### src/rtl/twl_pkg.sv
package twl_pkg;

  typedef enum logic [3:0] {
    ST_IDLE,
    ST_TX,
    ST_HUNT,
    ST_RXBIT,
    ST_EN_LOW,
    ST_EN_SET,
    ST_EN_PULSE,
    ST_RST_LEAD,
    ST_RST_LOW
  } twl_state_e;

  localparam int FRAME_BITS   = 12;
  localparam int RX_TAIL_BITS = 11;

  // Character image, bit 0 leaves first: start, data LSB first, parity, two stops.
  function automatic logic [FRAME_BITS-1:0] build_frame(input logic [7:0] b);
    return {2'b11, ^b, b, 1'b0};
  endfunction

endpackage

### src/rtl/twl_bit_timer.sv
module twl_bit_timer #(
  parameter int HALF_DIV = 4
) (
  input  logic clk,
  input  logic rst_n,
  input  logic run,
  output logic clk_level,
  output logic period_end
);
  localparam int PERIOD = 2 * HALF_DIV;
  localparam int PW     = (PERIOD > 2) ? $clog2(PERIOD) : 1;

  logic [PW-1:0] ph_q, ph_d;

  assign period_end = run && (ph_q == PW'(PERIOD - 1));
  assign clk_level  = (ph_q >= PW'(HALF_DIV));

  always_comb begin
    ph_d = ph_q;
    if (!run || period_end) ph_d = '0;
    else                    ph_d = ph_q + 1'b1;
  end

  always_ff @(posedge clk or negedge rst_n) begin
    if (!rst_n) ph_q <= '0;
    else        ph_q <= ph_d;
  end
endmodule

### src/rtl/twl_wait_timer.sv
module twl_wait_timer #(
  parameter int CW = 12
) (
  input  logic          clk,
  input  logic          rst_n,
  input  logic          restart,
  input  logic [CW-1:0] limit,
  output logic          done
);
  logic [CW-1:0] cnt_q, cnt_d;

  assign done = (cnt_q == limit - 1'b1);

  always_comb begin
    if (restart) cnt_d = '0;
    else         cnt_d = cnt_q + 1'b1;
  end

  always_ff @(posedge clk or negedge rst_n) begin
    if (!rst_n) cnt_q <= '0;
    else        cnt_q <= cnt_d;
  end
endmodule

### src/rtl/twl_rx_collect.sv
module twl_rx_collect #(
  parameter int IW = 4
) (
  input  logic          clk,
  input  logic          rst_n,
  input  logic          start,
  input  logic          sample,
  input  logic          last,
  input  logic [IW-1:0] idx,
  input  logic          bit_in,
  output logic [7:0]    byte_o,
  output logic          err_o,
  output logic          valid_o
);
  logic [7:0] sh_q, sh_d;
  logic       bad_q, bad_d;
  logic [7:0] out_q, out_d;
  logic       oerr_q, oerr_d;
  logic       val_q, val_d;

  always_comb begin
    sh_d   = sh_q;
    bad_d  = bad_q;
    out_d  = out_q;
    oerr_d = oerr_q;
    val_d  = 1'b0;
    if (start) begin
      sh_d  = '0;
      bad_d = 1'b0;
    end else if (sample) begin
      if (idx < IW'(8))       sh_d  = {bit_in, sh_q[7:1]};
      else if (idx == IW'(8)) bad_d = bad_q | (bit_in ^ (^sh_q));
      else                    bad_d = bad_q | ~bit_in;
      if (last) begin
        out_d  = sh_q;
        oerr_d = bad_d;
        val_d  = 1'b1;
      end
    end
  end

  always_ff @(posedge clk or negedge rst_n) begin
    if (!rst_n) begin
      sh_q   <= '0;
      bad_q  <= 1'b0;
      out_q  <= '0;
      oerr_q <= 1'b0;
      val_q  <= 1'b0;
    end else begin
      sh_q   <= sh_d;
      bad_q  <= bad_d;
      out_q  <= out_d;
      oerr_q <= oerr_d;
      val_q  <= val_d;
    end
  end

  assign byte_o  = out_q;
  assign err_o   = oerr_q;
  assign valid_o = val_q;
endmodule

### src/rtl/twl_master.sv
module twl_master #(
  parameter int HALF_DIV   = 4,
  parameter int HUNT_MAX   = 256,
  parameter int PRE_PULSES = 16,
  parameter int SETTLE_CYC = 8,
  parameter int LEAD_CYC   = 2000,
  parameter int LOW_CYC    = 500
) (
  input  logic       clk,
  input  logic       rst_n,
  input  logic       send_req,
  input  logic [7:0] send_byte,
  input  logic       recv_req,
  input  logic       enable_req,
  input  logic       reset_req,
  input  logic       release_req,
  input  logic       tw_dat_i,
  output logic       tw_clk_o,
  output logic       tw_clk_oe,
  output logic       tw_dat_o,
  output logic       tw_dat_oe,
  output logic       busy,
  output logic [7:0] rx_byte,
  output logic       rx_valid,
  output logic       rx_err
);
  import twl_pkg::*;

  localparam int IDX_MAX   = (PRE_PULSES > FRAME_BITS) ? PRE_PULSES : FRAME_BITS;
  localparam int IW        = $clog2(IDX_MAX);
  localparam int HW        = (HUNT_MAX > 2) ? $clog2(HUNT_MAX) : 1;
  localparam int WAIT_MAX0 = (LEAD_CYC > LOW_CYC) ? LEAD_CYC : LOW_CYC;
  localparam int WAIT_MAX  = (WAIT_MAX0 > SETTLE_CYC) ? WAIT_MAX0 : SETTLE_CYC;
  localparam int CW        = $clog2(WAIT_MAX + 1);

  twl_state_e            state_q, state_d;
  logic [IW-1:0]         idx_q, idx_d;
  logic [HW-1:0]         hunt_q, hunt_d;
  logic [FRAME_BITS-1:0] frame_q, frame_d;
  logic                  link_q, link_d;
  logic                  idle_hi_q, idle_hi_d;

  logic          run, clk_level, period_end;
  logic [CW-1:0] wait_limit;
  logic          wait_done;
  logic          rx_start, rx_sample, rx_last;

  // Bit-period clocking shared by send, receive and the enable pulse train.
  assign run = (state_q == ST_TX) || (state_q == ST_HUNT) ||
               (state_q == ST_RXBIT) || (state_q == ST_EN_PULSE);

  twl_bit_timer #(.HALF_DIV(HALF_DIV)) u_bit (
    .clk        (clk),
    .rst_n      (rst_n),
    .run        (run),
    .clk_level  (clk_level),
    .period_end (period_end)
  );

  always_comb begin
    case (state_q)
      ST_RST_LEAD: wait_limit = CW'(LEAD_CYC);
      ST_RST_LOW:  wait_limit = CW'(LOW_CYC);
      default:     wait_limit = CW'(SETTLE_CYC);
    endcase
  end

  twl_wait_timer #(.CW(CW)) u_wait (
    .clk     (clk),
    .rst_n   (rst_n),
    .restart (state_d != state_q),
    .limit   (wait_limit),
    .done    (wait_done)
  );

  assign rx_start  = (state_q == ST_IDLE) && (state_d == ST_HUNT);
  assign rx_sample = (state_q == ST_RXBIT) && period_end;
  assign rx_last   = rx_sample && (idx_q == IW'(RX_TAIL_BITS - 1));

  twl_rx_collect #(.IW(IW)) u_rx (
    .clk     (clk),
    .rst_n   (rst_n),
    .start   (rx_start),
    .sample  (rx_sample),
    .last    (rx_last),
    .idx     (idx_q),
    .bit_in  (tw_dat_i),
    .byte_o  (rx_byte),
    .err_o   (rx_err),
    .valid_o (rx_valid)
  );

  // Sequencer next state.
  always_comb begin
    state_d   = state_q;
    idx_d     = idx_q;
    hunt_d    = hunt_q;
    frame_d   = frame_q;
    link_d    = link_q;
    idle_hi_d = idle_hi_q;
    case (state_q)
      ST_IDLE: begin
        if (reset_req) begin
          state_d = ST_RST_LEAD;
        end else if (enable_req) begin
          state_d = ST_EN_LOW;
        end else if (send_req) begin
          state_d = ST_TX;
          frame_d = build_frame(send_byte);
          idx_d   = '0;
        end else if (recv_req) begin
          state_d = ST_HUNT;
          hunt_d  = '0;
        end else if (release_req) begin
          idle_hi_d = 1'b0;
          link_d    = 1'b1;
        end
      end
      ST_TX: begin
        if (period_end) begin
          if (idx_q == IW'(FRAME_BITS - 1)) state_d = ST_IDLE;
          else                              idx_d   = idx_q + 1'b1;
        end
      end
      ST_HUNT: begin
        if (period_end) begin
          if (!tw_dat_i || (hunt_q == HW'(HUNT_MAX - 1))) begin
            state_d = ST_RXBIT;
            idx_d   = '0;
          end else begin
            hunt_d = hunt_q + 1'b1;
          end
        end
      end
      ST_RXBIT: begin
        if (period_end) begin
          if (idx_q == IW'(RX_TAIL_BITS - 1)) state_d = ST_IDLE;
          else                                idx_d   = idx_q + 1'b1;
        end
      end
      ST_EN_LOW: begin
        if (wait_done) state_d = ST_EN_SET;
      end
      ST_EN_SET: begin
        if (wait_done) begin
          state_d = ST_EN_PULSE;
          idx_d   = '0;
        end
      end
      ST_EN_PULSE: begin
        if (period_end) begin
          if (idx_q == IW'(PRE_PULSES - 1)) begin
            state_d   = ST_IDLE;
            link_d    = 1'b1;
            idle_hi_d = 1'b1;
          end else begin
            idx_d = idx_q + 1'b1;
          end
        end
      end
      ST_RST_LEAD: begin
        if (wait_done) state_d = ST_RST_LOW;
      end
      ST_RST_LOW: begin
        if (wait_done) state_d = ST_IDLE;
      end
      default: state_d = ST_IDLE;
    endcase
  end

  always_ff @(posedge clk or negedge rst_n) begin
    if (!rst_n) begin
      state_q   <= ST_IDLE;
      idx_q     <= '0;
      hunt_q    <= '0;
      frame_q   <= '0;
      link_q    <= 1'b0;
      idle_hi_q <= 1'b0;
    end else begin
      state_q   <= state_d;
      idx_q     <= idx_d;
      hunt_q    <= hunt_d;
      frame_q   <= frame_d;
      link_q    <= link_d;
      idle_hi_q <= idle_hi_d;
    end
  end

  // Line drive per state.
  always_comb begin
    tw_clk_o  = 1'b1;
    tw_clk_oe = link_q;
    tw_dat_o  = idle_hi_q;
    tw_dat_oe = link_q;
    case (state_q)
      ST_TX: begin
        tw_clk_o  = clk_level;
        tw_clk_oe = 1'b1;
        tw_dat_o  = frame_q[idx_q];
        tw_dat_oe = 1'b1;
      end
      ST_HUNT, ST_RXBIT: begin
        tw_clk_o  = clk_level;
        tw_clk_oe = 1'b1;
        tw_dat_o  = 1'b0;
        tw_dat_oe = 1'b0;
      end
      ST_EN_LOW: begin
        tw_clk_oe = 1'b1;
        tw_dat_o  = 1'b0;
        tw_dat_oe = 1'b1;
      end
      ST_EN_SET: begin
        tw_clk_oe = 1'b1;
        tw_dat_o  = 1'b1;
        tw_dat_oe = 1'b1;
      end
      ST_EN_PULSE: begin
        tw_clk_o  = clk_level;
        tw_clk_oe = 1'b1;
        tw_dat_o  = 1'b1;
        tw_dat_oe = 1'b1;
      end
      ST_RST_LEAD: tw_clk_oe = 1'b1;
      ST_RST_LOW: begin
        tw_clk_o  = 1'b0;
        tw_clk_oe = 1'b1;
      end
      default: ;
    endcase
  end

  assign busy = (state_q != ST_IDLE);
endmodule

### config.mk
export PLATFORM = sky130hd
export DESIGN_NAME = twl_master
export DESIGN_NICKNAME = d
export VERILOG_FILES = /design/src/rtl/twl_pkg.sv /design/src/rtl/twl_bit_timer.sv /design/src/rtl/twl_wait_timer.sv /design/src/rtl/twl_rx_collect.sv /design/src/rtl/twl_master.sv
export SDC_FILE = /design/constraint.sdc
export NUM_CORES = 1
export LEC_CHECK = 0
export BUFFER_PORTS_ARGS = -buffer_cell sky130_fd_sc_hd__buf_2
export CAP_MARGIN = 15
export CORE_MARGIN = 3
export CORE_UTILIZATION = 35
export CTS_CLUSTER_SIZE = 30
export DETAILED_ROUTE_END_ITERATION = 6
export GPL_TIMING_DRIVEN = 1
export PLACE_DENSITY = 0.55
export SYNTH_ARGS = -nofsm -noshare
export SYNTH_HDL_FRONTEND = slang
export SYNTH_SLANG_ARGS = --single-unit
### constraint.sdc
create_clock -name clk -period 2.23 [get_ports clk]
set_input_delay 0.223 -clock clk [delete_from_list [all_inputs] [get_ports clk]]
set_output_delay 0.223 -clock clk [all_outputs]
set_load 0.005 [all_outputs]
# [Word-level counts from Yosys, hierarchy flattened]
# Index checks and enable logic that the tools add are counted.
# W data, S select, Z words.
[op_classes] n_bitwise=7 n_lt_le_gt_ge=3 n_reduce_logical=32 n_shift=0 mul=0 eq_ne=35 mux=70 add_sub_neg=5 div_mod_pow=0
[op_table] operator="$mux W4" n=28
[op_table] operator="$mux W8" n=9
[op_table] operator="$pmux W4 S9" n=1
[op_table] operator="$ne A2 B2 Y1 const B" n=15
[op_table] operator="$pmux W4 S6" n=1
[op_table] operator="$pmux W11 S2" n=1
[op_table] operator="$mux W1" n=21
[op_table] operator="$eq A4 B4 Y1 const B" n=5
[op_table] operator="$eq A4 B3 Y1 const B" n=4
[op_table] operator="$pmux W8 S2" n=1
[op_table] operator="$reduce_xor A8 Y1" n=2
[op_table] operator="$reduce_and A13 Y1" n=1
[op_table] operator="$eq A4 B2 Y1 const B" n=3
[op_table] operator="$add A11 B1 Y11 const B" n=1
[op_table] operator="$eq A11 B11 Y1" n=1
[op_table] operator="$mux W11" n=1
[op_table] operator="$sub A11 B1 Y11 const B" n=1
[op_table] operator="$add A8 B1 Y8 const B" n=1
[op_table] operator="$eq A8 B8 Y1 const B" n=1
[op_table] operator="$pmux W1 S2" n=4
[op_table] operator="$reduce_and A8 Y1" n=1
[op_table] operator="$reduce_bool A2 Y1" n=4
[op_table] operator="$reduce_or A4 Y1" n=2
[op_table] operator="$reduce_or A8 Y1" n=1
[op_table] operator="27 further kinds" n=42
[totals] wordCells=165 output_inout_bits=15 reg_bits=61 latch_bits=0 ramBits=0 input_bits=16 mem_bits_ro=0 memories=0

# [Longest topological paths before layout]
# Gate-level depths: netlist (run 1).
[depth] word_depth=11 mapped_depth=10 ltp_nobuf=8

# [Modules after synthesis]
# Synthesis (run 1) repeated with hierarchy kept, for this count alone.
[unflattened] cells_unflattened=436 area_unflattened_um2=3858.7
[modules_own_cells] module="twl_master" cells_per_inst=221 area_each_um2=1960.6 seq_area_each_um2=700.7 n_inst=1
[modules_own_cells] module="twl_wait_timer" cells_per_inst=104 area_each_um2=882.1 seq_area_each_um2=275.3 n_inst=1
[modules_own_cells] module="twl_rx_collect" cells_per_inst=98 area_each_um2=854.6 seq_area_each_um2=475.5 n_inst=1
[modules_own_cells] module="twl_bit_timer" cells_per_inst=13 area_each_um2=161.4 seq_area_each_um2=75.1 n_inst=1

# [Worst setup path before layout (run 1)]
# No wires, ideal clock.
[synth_timing] kind="register -> register" start="register state_q[2]" end="register idx_q[3]" period_less_slack_ns=2.261 path_stages_with_launch=8 setup_time_ns=0.092 slack_ns=-0.031 path_buffers=1 arrival_ns=2.169 t_required_ns=2.138 path_cell_list="dfrtp_1 > buf_2 > or4b_4 > mux2i_4 > a2111oi_2 > o211ai_2 > or2_4 > o31ai_2"
[synth_via] elab_chain_cells=7 word_cells_on_any_way=30 cone_classes="add/sub: 1; eq/ne: 20; mux: 2; reduce/logical: 7"
[synth_lines] item="start, declared" line="twl_master.sv:36" rtl="twl_state_e state_q, state_d;"
[synth_lines] item="start signal, assigned" line="twl_master.sv:180" rtl="state_q <= state_d;"
[synth_lines] item="parallel branches: the longest is 7 deep, another holds $sub A11 B1 Y11"
[synth_lines] item="end signal, assigned" line="twl_master.sv:181" rtl="idx_q <= idx_d;"
[synth_lines] item="end, declared" line="twl_master.sv:37" rtl="logic [IW-1:0] idx_q, idx_d;"
# Parallel ways; which one is timed is not known.
# A chain may end at the register's enable or synchronous reset.

# [Worst setup path in the final report (run 1)]
[layout_timing] start="register state_q[1]" end="register u_wait.cnt_q[8]"
[layout_via] elab_chain_cells=9 word_cells_on_any_way=35 cone_classes="add/sub: 1; eq/ne: 10; mux: 19; reduce/logical: 5"
[layout_lines] item="parallel branches: the longest is 7 deep, another holds $sub A11 B1 Y11"
[layout_lines] item="$ne A4 B4 Y1 *" line="twl_master.sv:71" rtl=".restart (state_d != state_q),"
[layout_lines] item="$mux W11 *" line="twl_wait_timer.sv:15" rtl="if (restart) cnt_d = '0;"
[layout_lines] item="net u_wait.cnt_d[8]" line="twl_wait_timer.sv:10" rtl="logic [CW-1:0] cnt_q, cnt_d;"
[layout_lines] item="end signal, assigned" line="twl_wait_timer.sv:21" rtl="else cnt_q <= cnt_d;"
[layout_lines] item="end, declared" line="twl_wait_timer.sv:10"
# Mark *: on every way through the listed nets, which the timed path passes.

==> impl_metrics.yaml, run 1 <==
worst_hold_path:
  holdPathEnd: "frame_q[5]"
  hp-start: "send_byte[4]"
  hold_depth: 2
  holdCritPathClass: "input port to register"
cts:
  root_buffer: "clkbuf_8"
  cts_buffers: 9
  clkLatencyLatePin_ps: 370
  h-tree-depth: 3
  cts_tree: "done"
  clkSinkCount: 61
  clkTransAtPathRegs_ps: 80
  cts_max_path_buffers: 2
synth:
  synth_cell_type_count: 68
  syn_inst: 386
  async_flop_share_pct: 100.0
  synth_most_common_cell: "dfrtp_1"
  synth_top_area_share_pct: 42.20
  yosysWarnings: 0
  synth-main-ff-cell: "dfrtp_1"
  synth_area_sq_um: 3617
  avgSynthCellArea_sq_um: 9.371
  synth_area_leaders: "dfrtp_1 (42%), xnor2_1 (5.6%), nand2_1 (4.9%)"
  seq_area_frac_synth_pct: 42.20
  synth_area_leader_cell: "dfrtp_1"
  synth_common_cells: "dfrtp_1 (61), nand2_1 (47), nor2_1 (43)"
  synth_edf_count: 0
  syn_nets: 409
  synth-seq-cells: 61
pwr:
  peakVddDrop_mv: 0.3022
  seq_power_share_pct: 45.1
  power.leakage_nw: 2.007
  powerDensity_nw_per_um2: 633.2
  swShare_pct: 27.84
  clockPowerShare_pct: 40.7
  p_int_mw: 2.008
  pwr-share-comb_pct: 14.2
  power_mw: 2.783
  p_switching_uw: 774.9
outcome:
  status: "complete, no violations"
detailed_routing:
  post_drt_wl_per_cell_microns: 14.21
  drc_errors: 0
  viasPerCell: 5.205
  first_pass_iters: 4
  ant_nets: 0
  initialDrtViolationCount: 137
  wl_microns: 8200
  dr_total_vias: 3003
placed_design:
  place_area_sq_um: 4103
  dp_hpwl_microns: 5845
  portBuffers: 30
  preCtsSetupSlack_ps: -18.80
  gp_congestion: 0.8335
  dp_cells: 558
setup_path:
  crit_path_top_delay_cell: "or4b_4"
  ff2ff_setup_slack_ps: 7
  startpoint_type: "register"
  slowest_delay_ps: 590
  r2r_cells: 7
  setup.worst_path.class: "register to register"
  r2r_end: "u_wait.cnt_q[8]"
  critPathRequiredTime_ps: 2470
  endpoint_kind: "register"
  reg2reg_from: "state_q[1]"
  crit_fanout: 11
  crit_arrival_ps: 2470
  path_cells: "or4b_4 > mux2i_4 > a211oi_4 > a21oi_1 > o221ai_2 > buf_12 > nor2_1"
sta:
  holdWs_ps: 118.5
  finalSetupViolations: 0
  tightest_slew_ps: 490.4
  clock.fmax_mhz: 449.8
  rsz0062_at_grt: "yes"
  fin_skew_ps: 20.30
  period_needed_ps: 2223
  hold_viol: 0
  slew_headroom_pct: 67.01
  slew_viol_final: 0
  timing.final.ws_setup_ps: 6.832
  period_share_pct: 99.69
floorplan:
  core_sq_um: 9910
  dieArea_sq_um: 11590
  die_w_microns: 107.7
  io_pins: 31
  die_y_microns: 107.7
  fp-row-count: 36
  start_util_pct: 36.50
final_layout:
  instances_no_fill: 577
  nets: 462
  area_growth_pct: 21.52
  final.fill_count: 1021
  drive_gt1_share_pct: 24.55
  diodes: 0
  final_area_sq_um: 4395
grt:
  antenna_found_initial: 0
  grt_pass1_wl_microns: 14170
  grt_usage_pct: 15.40
  grt_pass1_vias: 2966
  gr-total-overflow: 0
  grt_max_degree: 62
run:
  maxCapViolCount: 0
[cell usage in the layout (no fill, tap or decap), drive strengths merged, types with 12 or more instances in the layout]
cell type  netlist  final
xnor2           23     23
nor2            43     43
buf              9     61
dfrtp           61     61
o21ai           19     19
a21oi           12     12
nand2           47     47
mux2i           12     12
inv             11     13
nand3           21     21
[power by group through the flow]
stage               sequential (mW)  combinational, mW  clock (mW)
global route                   1.27              0.447        1.20
global placement               1.27              0.379           0
CTS                            1.26              0.391        1.16
finish                         1.26              0.394        1.13
floorplan                      1.24              0.288           0
detailed placement             1.28              0.387           0
[worst max-delay path by stage]
| stage | end | slack, ps | depth (start not counted) | start |
|---|---|---|---|---|
| 2_1_floorplan | u_wait.cnt_q[0] | 50 | 8 | state_q[2] |
| 6_report | u_wait.cnt_q[8] | 7 | 7 | state_q[1] |
| 3_3_place_gp | u_wait.cnt_q[7] | 30 | 9 | state_q[1] |
| 5_1_grt | u_wait.cnt_q[8] | -100 | 7 | state_q[1] |
| 3_5_place_dp | u_wait.cnt_q[8] | -20 | 7 | state_q[0] |
| 4_1_cts | u_wait.cnt_q[8] | 10 | 9 | state_q[1] |
[cell type report]
class / instances / area (sq um) / area share, %
multi-input cells: 294 / 2003 / 45.57
clock inverters: 6 / 95.09 / 2.163
well taps: 133 / 166.4 / 3.786
repair buffers: 62 / 434.2 / 9.878
inverters: 11 / 41.29 / 0.9394
flip-flops and latches: 61 / 1528 / 34.76
clock buffers: 10 / 127.6 / 2.903
[metal layers]
metal  GRT usage (%)  routed length, microns  vias to the layer above
li1                -                       -                     1479
met1           21.27                    3971                     1438
met2           23.58                    3690                       76
met3           2.280                     391                       10
met4           7.484                     146                        0
met5               0                       0                        -
[state kept, by name, summed over array words and instances, names as in the netlist, 3 cells and up]
name	flops
idx_q	4
hunt_q	8
u_wait.cnt_q	11
u_rx.sh_q	8
frame_q	10
u_rx.byte_o	8
state_q	4
u_bit.ph_q	3
[cell families (layout without fill, tap and decap cells)]
kind of cell    count (synthesis)  in the layout  synth area share (%)
fa+ha+maj                       7              7                 2.421
flops                          61             61                 42.20
compound gates                 62             62                 12.56
buf+inv                        31             89                 3.736
xor+xnor                       29             29                 7.022
simple gates                  173            173                 24.66
mux                            23             23                 7.402
[worst max-delay path, delay by kind of cell, from the launching register on]
| kind | cells | cell delay, ps |
|---|---|---|
| AOI/OAI and AO/OA | 3 | 630 |
| and+or+nand+nor | 2 | 640 |
| buffers and inverters | 1 | 170 |
| muxes | 1 | 240 |
| DFF | 1 | 420 |
[per-stage QoR]
stage	TNS (ps)	utilization, %
4_1_cts	0	43.98
2_1_floorplan	0	-
6_report	0	44.36
3_3_place_gp	0	41.40
3_5_place_dp	-130.1	41.40
5_1_grt	-1121	44.36
[timing repair]
| item | in CTS | in global routing |
|---|---|---|
| pin swaps | 1 | 2 |
| hold buffers | 1 | 0 |
| buffers inserted | 2 | 0 |
| endpoints found under the hold margin | 61 | 0 |
| gates resized for setup | 2 | 8 |
| setup endpoints to repair | 13 | 18 |
Note: power is estimated with default switching activity, not from simulation.
==> run 2, diff against run 1 <==
--- a/config.mk
+++ b/config.mk
@@ -12,7 +12,7 @@
 export CTS_CLUSTER_SIZE = 30
 export DETAILED_ROUTE_END_ITERATION = 6
 export GPL_TIMING_DRIVEN = 1
-export PLACE_DENSITY = 0.55
+export PLACE_DENSITY = 0.52
 export SYNTH_ARGS = -nofsm -noshare
 export SYNTH_HDL_FRONTEND = slang
 export SYNTH_SLANG_ARGS = --single-unit
==> run 2 against run 1 <==
Compared with the run above: sequential cell count unchanged; clock power down 14%; worst setup slack worse by 21 ps; clock-buffer cell count up 2; largest power group unchanged; cell count up 1.4%; highest routed layer unchanged; the flow now finishes with violations (setup timing).
==> impl_metrics.yaml, run 2 (synthesis results as in run 1) <==
outcome:
  status: "complete, but fails checks"
  failed_checks: "setup timing"
final_layout:
  final.fill_count: 1017
  regMostFlops: "u_wait.cnt_q"
  largestRegisters: "u_wait.cnt_q x11, frame_q x10"
  final_common_cell: "dfrtp_1"
  area_growth_pct: 23.56
  drive_gt1_share_pct: 27.21
  layout_common_cells: "dfrtp_1 (59), nand2_1 (47), nor2_1 (42)"
  nets: 470
  largest_reg_flops: 11
  diodes: 0
detailed_routing:
  drc_errors: 0
  first_pass_iters: 4
  wl_microns: 8719
  initialDrtViolationCount: 144
  dr_total_vias: 2935
  ant_nets: 0
  viasPerCell: 5.017
  post_drt_wl_per_cell_microns: 14.90
sta:
  slew_headroom_pct: 46.52
  period_share_pct: 100.6
  clock.fmax_mhz: 445.6
  rsz0062_at_grt: "yes"
  timing.final.ws_setup_ps: -14.29
  holdWs_ps: 36.62
  fin_skew_ps: 9.081
  slew_viol_final: 0
  hold_viol: 0
  period_needed_ps: 2244
  tightest_slew_ps: 802.2
  finalSetupViolations: 5
cts:
  clkSinkCount: 61
  clkTransAtPathRegs_ps: 70
  h-tree-depth: 3
  hold_buffers: 0
  clkLatencyLatePin_ps: 350
  cts_tree: "done"
  cts_max_path_buffers: 2
  cts_buffers: 9
  root_buffer: "clkbuf_8"
floorplan:
  dieArea_sq_um: 11590
  start_util_pct: 36.50
  die_y_microns: 107.7
  core_sq_um: 9910
  die_w_microns: 107.7
  fp-row-count: 36
  io_pins: 31
placed_design:
  preCtsSetupSlack_ps: -85.92
  gp_congestion: 0.8343
  portBuffers: 30
  dp_hpwl_microns: 6003
setup_path:
  r2r_end: "u_wait.cnt_q[7]"
  r2r_cells: 8
  setup.worst_path.class: "register to register"
  ff2ff_setup_slack_ps: -10
  reg2reg_from: "state_q[0]"
  crit_fanout: 5
  startpoint_type: "register"
  crit_arrival_ps: 2490
  endpoint_kind: "register"
  critPathRequiredTime_ps: 2470
pwr:
  power_mw: 2.666
  peakVddDrop_mv: 0.2462
  powerDensity_nw_per_um2: 596.6
  power.leakage_nw: 2.036
worst_hold_path:
  holdCritPathClass: "input port to async pin"
run:
  maxCapViolCount: 0
grt:
  grt_usage_pct: 16.45
  grt_pass1_vias: 2933
  antenna_found_initial: 0
  gr-total-overflow: 0
  grt_pass1_wl_microns: 14850
  grt_max_degree: 62
[run 2: worst max path at each step]
| stage | to | cells past startpoint | slack, ps | startpoint |
|---|---|---|---|---|
| 6_report | u_wait.cnt_q[7] | 8 | -10 | state_q[0] |
| 5_1_grt | u_wait.cnt_q[7] | 8 | -110 | state_q[1] |
| 4_1_cts | u_wait.cnt_q[9] | 7 | 1 | state_q[1] |
| 3_5_place_dp | idx_q[3] | 7 | -90 | u_wait.cnt_q[0] |
| 3_3_place_gp | idx_q[3] | 7 | 20 | u_wait.cnt_q[0] |
| 2_1_floorplan | u_wait.cnt_q[0] | 8 | 50 | state_q[2] |
[run 2: cell type report]
class / instances / area (sq um) / share of cell area [%]
Clock buffer: 12 / 135.1 / 3.024
Clock inverter: 4 / 48.80 / 1.092
Inverter: 11 / 43.79 / 0.9798
Multi-Input combinational cell: 294 / 2047 / 45.80
Sequential cell: 61 / 1529 / 34.21
Tap cell: 133 / 166.4 / 3.723
Timing Repair Buffer: 70 / 499.2 / 11.17
[run 2: what timing repair did]
item | 4_1_cts | 5_1_grt
setup buffers | 1 | 4
cloned | 0 | 1
pin swaps | 0 | 4
endpoints found under the setup margin | 8 | 20
gates resized for setup | 4 | 20
[run 2: through the flow]
stage | instances | setup TNS (ps) | area [sq um] | util [%]
final | 585 | -36.91 | 4469 | 45.10
after CTS | 580 | 0 | 4329 | 43.69
after global routing | 585 | -1197 | 4469 | 45.10
after floorplan | 386 | 0 | 3625 | -
after detailed placement | 563 | -143.2 | 4115 | 41.53
after global placement | 563 | 0 | 4115 | 41.53
[run 2: critical path: stages (launching register included)]
cell	delay [ps]
dfrtp_2	440
or4b_4	570
mux2i_4	240
a211oi_4	310
o221ai_1	170
o221ai_2	90
buf_6	150
clkbuf_16	130
nor2_1	40
[run 2: metal layers]
metal | track usage [%] | vias to the layer above | part of all wire [%]
li1 | - | 1487 | -
met1 | 23.23 | 1384 | 49
met2 | 24.82 | 56 | 45
met3 | 2.939 | 8 | 4.9
met4 | 6.763 | 0 | 1.4
met5 | 0 | - | 0
[run 2: report_power, final]
group | internal, mW | switching, mW | leakage (nW)
clock | 0.516 | 0.453 | 0.0943
sequential | 1.17 | 0.0717 | 0.774
combinational | 0.228 | 0.226 | 1.17
total | 1.92 | 0.751 | 2.04
